## config.mk

```make
export PLATFORM = sky130hd
export DESIGN_NAME = ystep_line_raster
export DESIGN_NICKNAME = d
export VERILOG_FILES = /design/src/rtl/ystep_line_pkg.sv /design/src/rtl/ystep_line_setup.sv /design/src/rtl/ystep_line_step.sv /design/src/rtl/ystep_line_raster.sv
export SDC_FILE = /design/constraint.sdc
export NUM_CORES = 1
export LEC_CHECK = 0
export BUFFER_PORTS_ARGS = -buffer_cell sky130_fd_sc_hd__buf_2
export CORE_MARGIN = 2
export CORE_UTILIZATION = 47
export CTS_BUF_LIST = sky130_fd_sc_hd__clkbuf_16
export DETAILED_ROUTE_END_ITERATION = 7
export PLACE_DENSITY_LB_ADDON = 0.3
export RECOVER_POWER = 50
export SETUP_SLACK_MARGIN = 0.4
export SLEW_MARGIN = 10
export SYNTH_ARGS = -nofsm -noshare
export SYNTH_HDL_FRONTEND = slang
export SYNTH_HIERARCHICAL = 1
export SYNTH_SLANG_ARGS = --single-unit
```

## constraint.sdc

```tcl
create_clock -name clk -period 7.55 [get_ports clk]
set_input_delay 1.51 -clock clk [delete_from_list [all_inputs] [get_ports clk]]
set_output_delay 1.51 -clock clk [all_outputs]
set_load 0.01 [all_outputs]
```

## src/rtl/ystep_line_pkg.sv

```systemverilog
`timescale 1ns/1ps
package ystep_line_pkg;
    typedef enum logic [1:0] {
        LN_IDLE = 2'd0,
        LN_DRAW = 2'd1,
        LN_HOLD = 2'd2
    } ln_state_e;
endpackage

```

## src/rtl/ystep_line_setup.sv

```systemverilog
`timescale 1ns/1ps
// Endpoint preparation: absolute deltas, step directions, initial error term.
module ystep_line_setup #(
    parameter int CW = 12,
    parameter int EW = CW + 3
) (
    input  logic signed [CW-1:0] x0_i,
    input  logic signed [CW-1:0] y0_i,
    input  logic signed [CW-1:0] x1_i,
    input  logic signed [CW-1:0] y1_i,
    output logic signed [EW-1:0] dx_o,
    output logic signed [EW-1:0] dy_o,
    output logic signed [EW-1:0] err_o,
    output logic                 sxn_o,
    output logic                 syn_o
);
    logic signed [EW-1:0] ddx;
    logic signed [EW-1:0] ddy;

    always_comb begin
        ddx   = $signed({{(EW-CW){x1_i[CW-1]}}, x1_i}) - $signed({{(EW-CW){x0_i[CW-1]}}, x0_i});
        ddy   = $signed({{(EW-CW){y1_i[CW-1]}}, y1_i}) - $signed({{(EW-CW){y0_i[CW-1]}}, y0_i});
        sxn_o = ddx[EW-1];
        syn_o = ddy[EW-1];
        // dx is kept positive and dy negative
        dx_o  = sxn_o ? -ddx : ddx;
        dy_o  = syn_o ? ddy : -ddy;
        err_o = dx_o + dy_o;
    end
endmodule

```

## src/rtl/ystep_line_step.sv

```systemverilog
`timescale 1ns/1ps
// One Bresenham step from the current position and error term.
module ystep_line_step #(
    parameter int CW = 12,
    parameter int EW = CW + 3
) (
    input  logic signed [CW-1:0] cx_i,
    input  logic signed [CW-1:0] cy_i,
    input  logic signed [EW-1:0] err_i,
    input  logic signed [EW-1:0] dx_i,
    input  logic signed [EW-1:0] dy_i,
    input  logic                 sxn_i,
    input  logic                 syn_i,
    output logic signed [CW-1:0] nx_o,
    output logic signed [CW-1:0] ny_o,
    output logic signed [EW-1:0] nerr_o,
    output logic                 y_moves_o
);
    localparam logic [CW-1:0] C_ONE = {{(CW-1){1'b0}}, 1'b1};

    logic signed [EW:0] e2;
    logic               take_x;
    logic               take_y;

    always_comb begin
        e2        = $signed({err_i, 1'b0});
        take_x    = e2 >= $signed({dy_i[EW-1], dy_i});
        take_y    = e2 <= $signed({dx_i[EW-1], dx_i});
        nerr_o    = err_i + (take_x ? dy_i : '0) + (take_y ? dx_i : '0);
        nx_o      = take_x ? (sxn_i ? cx_i - C_ONE : cx_i + C_ONE) : cx_i;
        ny_o      = take_y ? (syn_i ? cy_i - C_ONE : cy_i + C_ONE) : cy_i;
        y_moves_o = take_y;
    end
endmodule

```

## src/rtl/ystep_line_raster.sv

```systemverilog
`timescale 1ns/1ps
// Line rasteriser with optional hold at every Y step.
module ystep_line_raster #(
    parameter int CW = 12
) (
    input  logic                 clk,
    input  logic                 rst_n,
    input  logic                 start_i,
    input  logic signed [CW-1:0] x0_i,
    input  logic signed [CW-1:0] y0_i,
    input  logic signed [CW-1:0] x1_i,
    input  logic signed [CW-1:0] y1_i,
    input  logic                 run_en_i,
    input  logic                 ystop_en_i,
    input  logic                 hold_first_i,
    output logic signed [CW-1:0] pix_x_o,
    output logic signed [CW-1:0] pix_y_o,
    output logic                 pix_valid_o,
    output logic                 busy_o,
    output logic                 ystopped_o,
    output logic                 done_o
);
    import ystep_line_pkg::*;

    localparam int EW = CW + 3;

    ln_state_e state_q, state_d;

    logic signed [CW-1:0] cx_q, cy_q, ex_q, ey_q;
    logic signed [EW-1:0] err_q, dx_q, dy_q;
    logic                 sxn_q, syn_q;
    logic                 first_q, hfirst_q, done_q;

    logic signed [EW-1:0] s_dx, s_dy, s_err;
    logic                 s_sxn, s_syn;
    logic signed [CW-1:0] n_x, n_y;
    logic signed [EW-1:0] n_err;
    logic                 n_ymove;

    logic emit, at_end, stop_next, accept;

    ystep_line_setup #(.CW(CW), .EW(EW)) u_setup (
        .x0_i (x0_i),
        .y0_i (y0_i),
        .x1_i (x1_i),
        .y1_i (y1_i),
        .dx_o (s_dx),
        .dy_o (s_dy),
        .err_o(s_err),
        .sxn_o(s_sxn),
        .syn_o(s_syn)
    );

    ystep_line_step #(.CW(CW), .EW(EW)) u_step (
        .cx_i     (cx_q),
        .cy_i     (cy_q),
        .err_i    (err_q),
        .dx_i     (dx_q),
        .dy_i     (dy_q),
        .sxn_i    (sxn_q),
        .syn_i    (syn_q),
        .nx_o     (n_x),
        .ny_o     (n_y),
        .nerr_o   (n_err),
        .y_moves_o(n_ymove)
    );

    // Emit decision: HOLD releases combinationally when the stop enable drops.
    always_comb begin
        unique case (state_q)
            LN_IDLE: emit = 1'b0;
            LN_DRAW: emit = run_en_i;
            LN_HOLD: emit = run_en_i && !ystop_en_i;
            default: emit = 1'b0;
        endcase
        at_end    = (cx_q == ex_q) && (cy_q == ey_q);
        // A released pixel still obeys the stop policy, so the next row waits again.
        stop_next = (ystop_en_i || (state_q == LN_HOLD)) && (n_ymove || (first_q && hfirst_q));
        accept    = (state_q == LN_IDLE) && start_i;
    end

    // Next-state logic
    always_comb begin
        state_d = state_q;
        unique case (state_q)
            LN_IDLE: begin
                if (start_i) state_d = LN_DRAW;            // T_START
            end
            LN_DRAW, LN_HOLD: begin
                if (emit) begin
                    if (at_end)         state_d = LN_IDLE; // T_LAST
                    else if (stop_next) state_d = LN_HOLD; // T_STOP
                    else                state_d = LN_DRAW; // T_STEP / T_RELEASE
                end
            end
            default: state_d = LN_IDLE;
        endcase
    end

    // State register
    always_ff @(posedge clk or negedge rst_n) begin
        if (!rst_n) state_q <= LN_IDLE;
        else        state_q <= state_d;
    end

    // Datapath registers
    always_ff @(posedge clk or negedge rst_n) begin
        if (!rst_n) begin
            cx_q     <= '0;
            cy_q     <= '0;
            ex_q     <= '0;
            ey_q     <= '0;
            err_q    <= '0;
            dx_q     <= '0;
            dy_q     <= '0;
            sxn_q    <= 1'b0;
            syn_q    <= 1'b0;
            first_q  <= 1'b0;
            hfirst_q <= 1'b0;
            done_q   <= 1'b0;
        end else begin
            done_q <= emit && at_end;
            if (accept) begin
                cx_q     <= x0_i;
                cy_q     <= y0_i;
                ex_q     <= x1_i;
                ey_q     <= y1_i;
                err_q    <= s_err;
                dx_q     <= s_dx;
                dy_q     <= s_dy;
                sxn_q    <= s_sxn;
                syn_q    <= s_syn;
                first_q  <= 1'b1;
                hfirst_q <= hold_first_i;
            end else if (emit) begin
                cx_q    <= n_x;
                cy_q    <= n_y;
                err_q   <= n_err;
                first_q <= 1'b0;
            end
        end
    end

    // Outputs
    always_comb begin
        pix_x_o     = cx_q;
        pix_y_o     = cy_q;
        pix_valid_o = emit;
        busy_o      = (state_q != LN_IDLE);
        ystopped_o  = (state_q == LN_HOLD) && ystop_en_i;
        done_o      = done_q;
    end
endmodule

```

---- After elaboration in Yosys (flattened, before gate mapping) ----
Index checks and enable logic that the tools add are counted.
operators by class
  add/sub/neg operators ................... 11
  order comparisons ....................... 2
  equality and inequality tests ........... 6
  multiplexer cells ....................... 22
  reduce and logical (&&, ||, !) cells .... 19
operator list
  operator                                                                count
  12-bit 2-to-1 mux                                                       8
  15-bit 2-to-1 mux                                                       6
  15-bit adder                                                            3
  15-bit negator                                                          2
  12-bit by 12-bit subtractor with 13-bit output                          2
  12-bit by 1-bit adder with 12-bit output (second input constant)        2
  12-bit equality test                                                    2
  12-bit by 1-bit subtractor with 12-bit output (second input constant)   2
  16-bit by 15-bit greater-or-equal comparator with 1-bit output          1
  16-bit by 15-bit less-or-equal comparator with 1-bit output             1
  2-bit 2-to-1 mux                                                        4
  2-bit nonzero test                                                      4
  1-bit logical AND                                                       7
  2-bit AND reduction                                                     3
  2-bit != test (second input constant)                                   2
  2-bit case mux with 2 select lines                                      1
  2-bit by 1-bit equality test with 1-bit output (second input constant)  1
  2-bit equality test (second input constant)                             1
  2-bit zero test                                                         1
  1-bit logical OR                                                        2
  1-bit 2-to-1 mux                                                        2
  1-bit case mux with 2 select lines                                      1
  2-bit OR reduction                                                      1
  1-bit zero test                                                         1
word-level totals
  register bits ........................... 100
  input port bits ......................... 54
  output and inout port bits .............. 28
  word-level logic and storage cells ...... 73

---- Longest topological paths before layout ----
  depth in word-level cells ............... 7
  gate-level depth with buffers ........... 25
  depth with buffers taken out ............ 24

---- Cells and area by module ----
Netlist, hierarchy kept.
by module, submodules not included
  module             instances  cells an instance  area an instance (µm²)  sequential area each (µm²)
  ystep_line_raster  1          358                4484.3                  2502.4
  ystep_line_step    1          403                3036.7                  0.0
  ystep_line_setup   1          357                2592.5                  0.0

---- Worst setup path after synthesis ----
Ideal clock, no wire load.
  path kind ............................... input-to-reg
  from .................................... in x1_i[0]
  to ...................................... reg err_q[14]
  setup time .............................. 0.137 ns
  arrival time ............................ 6.199 ns
  required time ........................... 7.413 ns
  path slack .............................. 1.214 ns
  stages on the path ...................... 25
  buffers on the path ..................... 1
  path through ............................ inv_1 > ha_1 > fa_1 > nand2b_2 > a211oi_1 > o21ai_0 > a211oi_1 > o22a_1 > inv_1 > clkbuf_1 > nand2_1 > o21ai_0 > fa_1 > a21o_1 > a21oi_1 > nor2b_1 > o21a_1 > o2111a_1 > o21ai_0 > and3b_1 > mux2_4 > or2_1 > o211a_1 > nor2_1 > a21oi_1
on the way
  elaborated cells on any way between the ends .. 5
  those cells by class .................... 3 x add/sub; 2 x mux
RTL lines
  what                                            line                      RTL
  start, declared                                 ystep_line_raster.sv:11   input logic signed [CW-1:0] x1_i,
  12-bit by 12-bit subtractor with 13-bit output  ystep_line_setup.sv:21    ddx = $signed({{(EW-CW){x1_i[CW-1]}}, x1_i}) - $signed({{(EW-CW){x0_i[CW-1]}}, x0_i});
  named net s_sxn                                 ystep_line_raster.sv:35   logic s_sxn, s_syn;
  15-bit 2-to-1 mux                               ystep_line_setup.sv:26    dx_o = sxn_o ? -ddx : ddx;
  named net s_dx[1]                               ystep_line_raster.sv:34   logic signed [EW-1:0] s_dx, s_dy, s_err;
  15-bit adder                                    ystep_line_setup.sv:28    err_o = dx_o + dy_o;
  named net s_err[14]                             ystep_line_raster.sv:34
  15-bit 2-to-1 mux                               ystep_line_raster.sv:123  if (accept) begin
  end signal, assigned                            ystep_line_raster.sv:128  err_q <= s_err;
  end signal, assigned                            ystep_line_raster.sv:138  err_q <= n_err;
  end, declared                                   ystep_line_raster.sv:30   logic signed [EW-1:0] err_q, dx_q, dy_q;
The timed path passes the listed nets, and every way through them passes these cells.
A chain may end at the register's enable or synchronous reset.

---- Worst setup path after layout ----
  from .................................... in x0_i[0]
  to ...................................... reg err_q[14]
on the way
  elaborated cells on any way between the ends .. 5
  those cells by class .................... 3 x add/sub; 2 x mux
RTL lines
  what                                            line                      RTL
  start, declared                                 ystep_line_raster.sv:9    input logic signed [CW-1:0] x0_i,
  12-bit by 12-bit subtractor with 13-bit output  ystep_line_setup.sv:21
  named net s_sxn                                 ystep_line_raster.sv:35
  15-bit 2-to-1 mux                               ystep_line_setup.sv:26
  named net s_dx[1]                               ystep_line_raster.sv:34
  15-bit adder                                    ystep_line_setup.sv:28
  named net s_err[14]                             ystep_line_raster.sv:34
  15-bit 2-to-1 mux                               ystep_line_raster.sv:123
The timed path passes the listed nets, and every way through them passes these cells.

==> flow_summary.toml <==
[run_status]
status = "finished with violations"
violations = "max-capacitance violations, max-slew violations"

[critical_path]
cp_common_cell = "o21ai_0"
worstSetupPathType = "in -> reg"
crit_cells = 24
worstPathRequired_ps = 7760
max_stage_delay_ps = 530
reg2reg_depth = 18
critPathBufInv = 2
path_delay_family = "compound AO/OA/AOI/OAI gates"
critPathMaxFanout = 11
cp_cell_sequence = "buf_2, ha_1, fa_1, nand2b_2, a211oi_1, o21ai_0, a211oi_1, o22a_1, inv_1, nand2_1, o21ai_0, fa_1, a21o_1, a21oi_1, nor2b_1, o21a_1, o2111a_1, o21ai_0, and3b_1, mux2_4, or2_1, o211a_1, nor2_1, a21oi_1"
crit_path_end_kind = "flop"
timing.reg2reg.setup_slack_ps = 1920
arrival_ps = 6790
cpMaxStageDelayCell = "fa_1"
critPathLaunchType = "primary input"

[cells_and_area]
fin_cells = 1464
area_delta_synth_final_pct = 8.512
num-fill-cells = 2022
antenna_cells = 0
nNetsFinal = 1365
drive_gt1_share_pct = 14.89

[logic_synthesis]
synth_area_um2 = 10110
yosysWarnings = 6
yosysTopAreaCellShare_pct = 24.74
syn-instance-count = 1118
syn_area_per_cell_um2 = 9.046
synth_ff_type = "dfrtp_1"
synth_edf_count = 0
async_flop_share_pct = 100.0
ys_seq_area_share_pct = 24.74
yosysTopAreaCell = "dfrtp_1"
ys_types = 89
yosys_register_bits = 100
synth.area.top_cells = "dfrtp_1 (25%), ha_1 (13%), mux2_2 (7.1%)"

[clocking]
cts_buffers = 9
cts.sinks = 100
cts.repair.resized = 0
clockBufferDepth = 2
postCtsHoldBufs = 0
clk_latency_ps = 360
cts_setup_buffers = 0
path_clk_slew_ps = 70
cts_tree = "built"
htreeDepth = 3
root_buffer = "clkbuf_16"

[sta]
final.min_clock_period_ps = 6578
fin_ws_ps = 971.5
relSlewSlack_pct = -96.03
fin_skew_ps = 11.56
fin_crit_sh_pct = 87.13
hold_slack_ps = 484.1
rsz0062_at_grt = "no"
finalHoldViolCount = 0
final.setup.tns_ps = 0
fmax_ghz = 0.1520
worst_pin_slew_ps = 2940
slew_viol_final = 169
setup_viol = 0

[placed_design]
place_ws_ps = 579.9
io_buffer_count = 81
dpl.cell_count = 1448
gp_congestion = 0.8679
place_hpwl_mm = 19.61

[drt]
wl_per_cell_um = 17.13
post-route-drc-count = 0
firstDrtPassIters = 5
drt-initial-drc-count = 472
viasPerCell = 5.621
drt-total-wl_mm = 25.08
vias = 8229
antenna_left = 0

[floorplanning]
start_util_pct = 47.96
die_w_um = 150.7
fp-row-count = 53
io_pins = 82
core_area_um2 = 21090
die_area_um2 = 22710
die-height_um = 150.7

[global_route]
grt_max_degree = 73
antenna_found_initial = 0
grt_pass1_vias = 7946
grt.overflow.total = 0
grt_usage_pct = 22.68
grt_pass1_wl_mm = 40.69

[hold_path]
hp-class = "reg -> reg"
holdPathStages = 2

[job]
cap_violations = 3
-- flip-flops by register name (all words and copies together) (netlist names) --
name	count
err_q	15
ex_q	12
done_o	1
dy_q	15
dx_q	15
first_q	1
sxn_q	1
state_q	2
ey_q	12
syn_q	1
hfirst_q	1
pix_y_o	12
pix_x_o	12
-- synth_stat cells, types with 20 or more instances --
cell / number
a21oi_1: 86
o21ai_0: 43
mux2i_1: 41
xor2_1: 24
ha_1: 107
nand2_1: 61
mux2_2: 64
xnor2_1: 75
a21o_1: 21
nor2_1: 98
dfrtp_1: 100
inv_1: 100
fa_1: 20
-- placed cells by master (no fill, tap or decap), drive strengths merged, types with 11 or more instances in the layout --
cell and count:
ha 107, inv 102, dfrtp 100, nor2 100
a21oi 87, xnor2 76, mux2 67, buf 66
nand2 62, o21ai 47, mux2i 41, clkbuf 27
xor2 24, a21o 22, fa 20, and2 18
o21a 16, nor3 16, nor2b 16, nand3 15
nand4 11, nand2b 11, a211oi 11
-- layer usage --
layer / routed length (um) / share of wire (%) / track usage, % / vias up
met5: 0 / 0 / 0 / -
met4: 286 / 1.1 / 5.841 / 0
met3: 811 / 3.2 / 2.303 / 18
met2: 12190 / 49 / 38.43 / 157
met1: 11790 / 47 / 31.05 / 3978
li1: - / - / - / 4076
-- layout make-up --
class / instances / area, um^2 / share of cell area (%)
multi-input combinational: 889 / 7081 / 64.52
sequential: 100 / 2502 / 22.80
timing repair buffer: 84 / 402.9 / 3.671
inverter: 100 / 375.4 / 3.420
tap: 275 / 344.1 / 3.135
clock buffer: 9 / 225.2 / 2.052
clock inverter: 7 / 43.79 / 0.3990
-- stage by stage --
stage / instance area (um^2) / utilization [%]
after floorplan: 10120 / -
after global placement: 10740 / 50.93
after global routing: 10970 / 52.04
after detailed placement: 10740 / 50.93
after CTS: 11010 / 52.21
final: 10970 / 52.04
-- logic make-up (layout without fill, tap and decap cells) --
kind of cell	after synthesis	after routing	share of synthesized area (%)
mux	108	108	11.59
simple gates	294	294	14.51
fa+ha+maj	127	127	17.20
buf+inv	131	200	5.320
other cells	1	3	0.03708
compound gates	255	255	17.39
flops	100	100	24.74
xor+xnor	102	102	9.205
-- worst min-delay path, cell delays in order (launching register included) --
cell and delay [ps]:
dfrtp_1 350, nand2_1 50, nand2_1 50
-- worst paths after layout --
| kind | from | endpoint |
|---|---|---|
| min in group asynchronous | rst_n | dx_q[9] |
| setup / recovery | x0_i[0] | err_q[14] |
| hold reg to reg | first_q | first_q |
| setup reg to reg | err_q[9] | err_q[14] |
| hold / removal | first_q | first_q |
| max in group asynchronous | rst_n | ey_q[7] |
Power is left out: the tool's default activity adds up to more than one toggle a clock period on the data nets, which glitch-free logic cannot reach.
